[config.mk]
export PLATFORM = sky130hd
export DESIGN_NAME = imc_top
export DESIGN_NICKNAME = d
export VERILOG_FILES = /design/src/rtl/imc_pkg.sv /design/src/rtl/imc_bound.sv /design/src/rtl/imc_seq.sv /design/src/rtl/imc_regfile.sv /design/src/rtl/imc_top.sv
export SDC_FILE = /design/constraint.sdc
export NUM_CORES = 1
export LEC_CHECK = 0
export ABC_AREA = 1
export BUFFER_PORTS_ARGS = -buffer_cell sky130_fd_sc_hd__buf_2
export CAP_MARGIN = 20
export CORE_ASPECT_RATIO = 0.75
export CORE_MARGIN = 5
export CORE_UTILIZATION = 49
export DETAILED_ROUTE_END_ITERATION = 8
export GPL_TIMING_DRIVEN = 0
export PLACE_DENSITY = 0.92
export SYNTH_ARGS = -nofsm -noshare
export SYNTH_HDL_FRONTEND = slang
export SYNTH_SLANG_ARGS = --single-unit
[constraint.sdc]
create_clock -name clk -period 2.2 [get_ports clk]
set_clock_uncertainty 0.05 [all_clocks]
set_input_delay 0.33 -clock clk [delete_from_list [all_inputs] [get_ports clk]]
set_output_delay 0.33 -clock clk [all_outputs]
set_load 0.02 [all_outputs]
[src/rtl/imc_pkg.sv]
package imc_pkg;
  typedef enum logic [1:0] {
    ST_IDLE  = 2'd0,
    ST_CHECK = 2'd1,
    ST_REQ   = 2'd2
  } imc_state_t;

  localparam int DIR_BIT    = 0;
  localparam int BUSY_BIT   = 1;
  localparam int ERR_LSB    = 2;
  localparam int ERR_W      = 2;
  localparam int ADDR_LSB   = 8;

  localparam logic [ERR_W-1:0] ERR_NONE  = 2'd0;
  localparam logic [ERR_W-1:0] ERR_RANGE = 2'd1;
endpackage

[src/rtl/imc_bound.sv]
module imc_bound #(
  parameter int AW        = 10,
  parameter int MEM_DEPTH = 800
) (
  input  logic [AW-1:0] addr,
  output logic          in_range
);
  localparam longint SPAN = longint'(1) << AW;

  generate
    if (MEM_DEPTH >= SPAN) begin : g_full
      assign in_range = 1'b1;
    end else begin : g_cmp
      localparam logic [AW-1:0] LIMIT = AW'(MEM_DEPTH);
      assign in_range = (addr < LIMIT);
    end
  endgenerate
endmodule

[src/rtl/imc_seq.sv]
module imc_seq
  import imc_pkg::*;
(
  input  logic clk,
  input  logic rst_n,
  input  logic accept,
  input  logic in_range,
  input  logic mem_ready,
  output logic busy,
  output logic mem_valid,
  output logic fin_ok,
  output logic fin_err
);
  imc_state_t state_q, state_d;

  always_comb begin
    state_d = state_q;
    case (state_q)
      ST_IDLE:  if (accept) state_d = ST_CHECK;
      ST_CHECK: state_d = in_range ? ST_REQ : ST_IDLE;
      ST_REQ:   if (mem_ready) state_d = ST_IDLE;
      default:  state_d = ST_IDLE;
    endcase
  end

  always_ff @(posedge clk or negedge rst_n) begin
    if (!rst_n) state_q <= ST_IDLE;
    else        state_q <= state_d;
  end

  assign busy      = (state_q != ST_IDLE);
  assign mem_valid = (state_q == ST_REQ);
  assign fin_ok    = mem_valid && mem_ready;
  assign fin_err   = (state_q == ST_CHECK) && !in_range;

  // a pending request waits for the memory
  a_r6_wait_held: assert property (@(posedge clk) disable iff (!rst_n)
    (mem_valid && !mem_ready) |=> mem_valid);

  // handshake ends the busy phase
  a_r7_busy_clear: assert property (@(posedge clk) disable iff (!rst_n)
    (mem_valid && mem_ready) |=> !busy);

  // failed bound check ends busy without a request
  a_r4_abort: assert property (@(posedge clk) disable iff (!rst_n)
    fin_err |=> (!busy && !mem_valid));
endmodule

[src/rtl/imc_regfile.sv]
module imc_regfile
  import imc_pkg::*;
#(
  parameter int AW = 10,
  parameter int DW = 16,
  parameter int HW = 32
) (
  input  logic             clk,
  input  logic             rst_n,
  input  logic             cmd_wr,
  input  logic             data_wr,
  input  logic [HW-1:0]    wdata,
  input  logic             fin_ok,
  input  logic             fin_err,
  input  logic [DW-1:0]    mem_rdata,
  output logic [AW-1:0]    addr_q,
  output logic             dir_q,
  output logic [ERR_W-1:0] err_q,
  output logic [DW-1:0]    data_q
);
  always_ff @(posedge clk or negedge rst_n) begin
    if (!rst_n) begin
      addr_q <= '0;
      dir_q  <= 1'b0;
      err_q  <= ERR_NONE;
      data_q <= '0;
    end else begin
      if (cmd_wr) begin
        addr_q <= wdata[ADDR_LSB +: AW];
        dir_q  <= wdata[DIR_BIT];
      end
      if (data_wr) data_q <= wdata[DW-1:0];
      if (fin_err) begin
        err_q <= ERR_RANGE;
        if (dir_q) data_q <= '0;
      end
      if (fin_ok) begin
        err_q  <= ERR_NONE;
        addr_q <= addr_q + AW'(1);
        if (dir_q) data_q <= mem_rdata;
      end
    end
  end

  // address advances by one after a completed transfer
  a_r7_incr: assert property (@(posedge clk) disable iff (!rst_n)
    fin_ok |=> (addr_q == $past(addr_q) + AW'(1)));

  // aborted command keeps its address
  a_r4_keep_addr: assert property (@(posedge clk) disable iff (!rst_n)
    fin_err |=> ($stable(addr_q) && err_q == ERR_RANGE));
endmodule

[src/rtl/imc_top.sv]
module imc_top
  import imc_pkg::*;
#(
  parameter int AW        = 10,
  parameter int DW        = 16,
  parameter int HW        = 32,
  parameter int MEM_DEPTH = 800
) (
  input  logic          clk,
  input  logic          rst_n,
  input  logic          host_we,
  input  logic          host_sel,
  input  logic [HW-1:0] host_wdata,
  output logic [HW-1:0] host_rdata,
  output logic          mem_valid,
  input  logic          mem_ready,
  output logic          mem_we,
  output logic [AW-1:0] mem_addr,
  output logic [DW-1:0] mem_wdata,
  input  logic [DW-1:0] mem_rdata
);
  localparam int CTRL_USED = ADDR_LSB + AW;

  logic             busy, accept, data_wr, in_range, fin_ok, fin_err;
  logic [AW-1:0]    addr_q;
  logic             dir_q;
  logic [ERR_W-1:0] err_q;
  logic [DW-1:0]    data_q;
  logic [HW-1:0]    ctrl_view, data_view;

  assign accept  = host_we && !host_sel && !busy;
  assign data_wr = host_we &&  host_sel && !busy;

  imc_bound #(.AW(AW), .MEM_DEPTH(MEM_DEPTH)) u_bound (
    .addr     (addr_q),
    .in_range (in_range)
  );

  imc_seq u_seq (
    .clk       (clk),
    .rst_n     (rst_n),
    .accept    (accept),
    .in_range  (in_range),
    .mem_ready (mem_ready),
    .busy      (busy),
    .mem_valid (mem_valid),
    .fin_ok    (fin_ok),
    .fin_err   (fin_err)
  );

  imc_regfile #(.AW(AW), .DW(DW), .HW(HW)) u_regs (
    .clk       (clk),
    .rst_n     (rst_n),
    .cmd_wr    (accept),
    .data_wr   (data_wr),
    .wdata     (host_wdata),
    .fin_ok    (fin_ok),
    .fin_err   (fin_err),
    .mem_rdata (mem_rdata),
    .addr_q    (addr_q),
    .dir_q     (dir_q),
    .err_q     (err_q),
    .data_q    (data_q)
  );

  always_comb begin
    ctrl_view = '0;
    ctrl_view[DIR_BIT]              = dir_q;
    ctrl_view[BUSY_BIT]             = busy;
    ctrl_view[ERR_LSB +: ERR_W]     = err_q;
    ctrl_view[ADDR_LSB +: AW]       = addr_q;
    data_view = '0;
    data_view[DW-1:0]               = data_q;
  end

  assign host_rdata = host_sel ? data_view : ctrl_view;
  assign mem_we     = !dir_q;
  assign mem_addr   = addr_q;
  assign mem_wdata  = data_q;

  initial begin
    if (HW < CTRL_USED || HW < DW) $error("host width too small for fields");
  end

  // an accepted command shows BUSY next cycle
  a_r3_busy_set: assert property (@(posedge clk) disable iff (!rst_n)
    accept |=> host_rdata[BUSY_BIT] || host_sel);

  // no request leaves the block for an illegal address
  a_r4_bound: assert property (@(posedge clk) disable iff (!rst_n)
    mem_valid |-> in_range);

  // request fields hold while the memory stalls
  a_r6_stable: assert property (@(posedge clk) disable iff (!rst_n)
    (mem_valid && !mem_ready) |=>
      ($stable(mem_addr) && $stable(mem_we) && $stable(mem_wdata)));

  // host writes during a stalled request change nothing
  a_r9_ignore: assert property (@(posedge clk) disable iff (!rst_n)
    (mem_valid && !mem_ready && host_we) |=>
      ($stable(ctrl_view) && $stable(data_view)));
endmodule

[After elaboration in Yosys (flattened, before gate mapping)]
Cells that the tools add are included.
Storage, ports and cells
  input port bits: 53
  memories: 0
  RAM bits: 0
  register bits after elaboration: 31
  bits in latches: 0
  logic and storage cells: 40
  memory bits (read-only): 0
Operators by class
  eq/ne operators: 4
  div/mod/pow operators: 0
  magnitude comparators: 1
  bitwise logic cells: 0
  multiplexer cells: 14
  shift operators: 0
  multiply operators: 0
  add/subtract/negate cells: 1
  reduce and logical (&&, ||, !) cells: 15
Operators with widths (count)
  $mux W16: 5
  $mux W10: 2
  $mux W18: 1
  $add A10 B1 Y10 const B: 1
  $lt A10 B10 Y1 const B: 1
  $mux W2: 5
  $logic_and A1 B1 Y1: 6
  $pmux W2 S3: 1
  $reduce_bool A2 Y1: 3
  $logic_not A1 Y1: 4
  $ne A2 B2 Y1 const B: 2
  $eq A2 B1 Y1 const B: 1
  $eq A2 B2 Y1 const B: 1
  $logic_not A2 Y1: 1
  $reduce_and A2 Y1: 1

[Longest topological paths before layout]
  word-level depth: 8
  depth in mapped cells: 10
  gate-level depth less buffers: 9

[Modules after synthesis]
A second synthesis with hierarchy kept.
Unflattened totals
  cell total of the unflattened synthesis: 285
  area, all modules: 2026.9 um^2
Modules (own cells, without submodules)
  imc_regfile: times used 1, seq. area each 700.7 um^2, area each 1545.2 um^2, cells an instance 192
  imc_top: times used 1, seq. area each 0.0 um^2, area each 354.1 um^2, cells an instance 72
  imc_seq: times used 1, seq. area each 50.0 um^2, area each 105.1 um^2, cells an instance 15
  imc_bound: times used 1, seq. area each 0.0 um^2, area each 22.5 um^2, cells an instance 6

[Least setup slack after synthesis]
OpenSTA, ideal clock, no wires.
  kind: in2out
  from: input port host_sel
  to: output port host_rdata[13]
  stages: 3
  required time: 1.820 ns
  slack: 0.623 ns
  arrival time: 1.197 ns
  cells stage by stage: clkbuf_1 clkbuf_1 o21ai_0
On the way
  longest elaborated chain between the ends: 1
Ends and longest elaborated chain
  start: declaration: line imc_top.sv:12  | input logic host_sel,
  $mux W18: line imc_top.sv:76  | assign host_rdata = host_sel ? data_view : ctrl_view;
  end: declaration: line imc_top.sv:14  | output logic [HW-1:0] host_rdata,
No other way between the ends.

[Final worst setup path]
  from: input port host_sel
  to: output port host_rdata[15]
The elaborated chain is that of the path after synthesis.

==> qor.txt <==
status -> completed
Flop pwr share -> 0.316
Filler cells -> 386
hold crit path type -> input port to async pin
Die Ht -> 66.8 microns
clk root buf -> clkbuf_8
Worst R2R End -> u_regs.data_q[12]$_DFF_PN0_
Sw Ratio -> 0.481
pwr/cell area -> 1230 nW/um^2
FF-to-FF setup slack -> 0.62 ns
Slew HR -> 0.549
kind of critical path -> input port to output pin
synth top area cells -> dfrtp_1 36%, nand2_1 23%, nor2_1 7.3%
Core Box Area -> 4100 sq um
nets@finish -> 480
drt initial violations -> 111
CP peak stage delay -> 0.40 ns
Num CTS Buffers -> 5
Vias -> 2255
Seq/Total Area, Yosys -> 0.357
flops & latches, synth -> 30
drt total wl -> 5.90 mm
top cell type's share of synthesized area -> 0.357
CTS max path bufs -> 2
Syn Area/Cell -> 6.54 sq um
critical path required time -> 1.82 ns
Antenna Nets Post-Route -> 0
Clock Power Share -> 0.161
CTS Sinks -> 30
Least-Margin Pin Slew -> 0.676 ns
Top Ports -> 113
R2R depth -> 6
setup ws final -> 0.243 ns
Crit-path slowest cell -> clkbuf_1
CP Cell Sequence -> buf_2, clkbuf_1, buf_2, nand2_1, o21ai_0, buf_2
GRT overflow -> 0
maximum clock rate -> 511 MHz
Startpoint Class -> input port
dpl hpwl -> 4.71 mm
initial antenna violation count -> 0
Pwr Total -> 3.38 mW
clk slew on worst S/H paths -> 0.06 ns
synthesized cell area -> 2100 sq um
Gate Count Post-Synth -> 322
Tcrit/Tclk final -> 0.889
final core utilization -> 0.671
RSZ-0062 raised after global routing -> no
Cell Rows -> 20
post-route minimum period -> 1.96 ns
Post-CTS Setup Inserts -> 0
max-cap viol count -> 0
total die area -> 5720 sq um
fraction of registers with async set/reset -> 1.00
Cell variety after synth -> 32
Hold Vio Cnt, Final -> 0
WP buf/inv -> 4
Max Slew Vio Count -> 0
endpoints failing setup -> 0
Setup crit end kind -> output pin
cell taking the most area after synthesis -> dfrtp_1
Port Buf Inserts -> 84
ANT cells -> 0
Initial Util -> 0.513
Initial DRT Pass Iterations -> 4
Comb power frac -> 0.522
worst r2r src -> u_regs.addr_q[6]$_DFFE_PN0P_
P_sw -> 1.63 mW
pre-CTS setup slack -> 0.169 ns
Power Internal -> 1.75 mW
family with the most delay on the worst path -> buffers and inverters
most common cell in the synthesized netlist -> nand2_1
first-pass GRT wire length -> 9.60 mm
Clock Latency Late Sink -> 0.29 ns
Peak VDD IR -> 727 uV
critical path peak fanout -> 10
layout cells sized above 1 -> 0.295
Leak -> 1.71 nW
commonest cells in the netlist -> 131 x nand2_1, 41 x nor2_1, 39 x inv_1, 30 x dfrtp_1, 18 x o21ai_0
most used cell, CP -> buf_2
TritonCTS clock tree -> built
largest net degree at the start of global routing -> 31
vias in the first global route -> 2057
final setup TNS -> 0 ns
gpl congestion -> 0.952
H-tree depth -> 2
Global Route Usage Sum -> 0.218
# DRC -> 0
ys flop type -> dfrtp_1
wire length per cell -> 12.2 microns
synth warn -> 0
Die Wd -> 85.7 microns
Crit path arrival time -> 1.58 ns
vias per inst -> 4.68
Area growth, synth to finish -> 30.8%
Post-synth EDFFs -> 0
final hold slack -> 0.0268 ns
[cell type report]
cell class	count	area, sq um	area share
clock inverter	3	40.0	0.0145
inverter	42	165	0.0600
timing repair buffer	84	420	0.153
clock buffer	5	68.8	0.0250
tap	55	68.8	0.0250
multi-input combinational	239	1040	0.378
sequential	30	751	0.273
buffer	24	199	0.0723
[power by group through the flow]
stage	registers, mW	clock network (mW)	logic, mW
detailed placement	1.08	0	1.77
global placement	1.07	0	1.73
CTS	1.07	0.557	1.78
global route	1.11	0.585	1.96
floorplan	1.32	0	0.914
finish	1.07	0.546	1.77
[sequential cells by signal, summed over array words and instances, names as in the netlist]
name and count:
u_regs.addr_q 10, u_regs.data_q 16, u_regs.dir_q 1, u_regs.err_q 1
u_seq.state_q 2
[cell usage in the layout, fill, tap and decap left out, types with 3 or more instances in the layout]
cell type and instances:
inv_1 39, nand3_1 14, conb_1 14, nand2_1 131, buf_2 86, dfrtp_1 30, nor2_1 41, clkbuf_8 8
o221ai_1 3, o21ai_0 18, buf_4 15
[worst reg2reg max path, cell delays in order, from the launching register on]
cell	delay, ns
dfrtp_1	0.50
nor2_1	0.09
a21oi_2	0.24
nand4_2	0.23
buf_4	0.25
nand2_1	0.07
nand2_1	0.05
[cell families (layout without fill, tap and decap cells)]
logic type      count (synthesis)  after routing  synth area share
simple gates                  195            195             0.377
buf+inv                        66            158             0.172
flops                          30             30             0.357
compound gates                 26             26            0.0725
xor+xnor                        2              2           0.00832
fa+ha+maj                       1              1           0.00594
other cells                     1             14           0.00178
mux                             1              1           0.00535
[per-layer routing]
metal  wire [microns]  up-vias  global-route usage  share of wire
met5                0        -                   0              0
met4               51        0              0.0474         0.0086
met3              739        7              0.0791           0.13
met2             2630       99               0.347           0.45
met1             2480      988               0.285           0.42
li1                 -     1161                   -              -
[how the worst max path moves through the flow]
stage | from | to | slack, ns | cells after the start
after floorplan | host_sel | host_rdata[13] | 0.62 | 3
after global placement | host_sel | host_rdata[15] | 0.23 | 5
after detailed placement | host_sel | host_rdata[14] | 0.17 | 5
after CTS | host_sel | host_rdata[15] | 0.16 | 5
after global routing | host_sel | host_rdata[13] | 0.12 | 6
final | host_sel | host_rdata[15] | 0.24 | 6
[per-stage QoR]
stage | cells | cell area, sq um
floorplan | 335 | 2150
global placement | 474 | 2640
detailed placement | 474 | 2640
CTS | 482 | 2750
global route | 482 | 2750
finish | 482 | 2750
[timing repair]
item / in CTS / in global routing
resized for setup: 0 / 2
setup endpoints to repair: 0 / 2
hold buffers: 0 / 0
(Power assumes the default switching activity.)
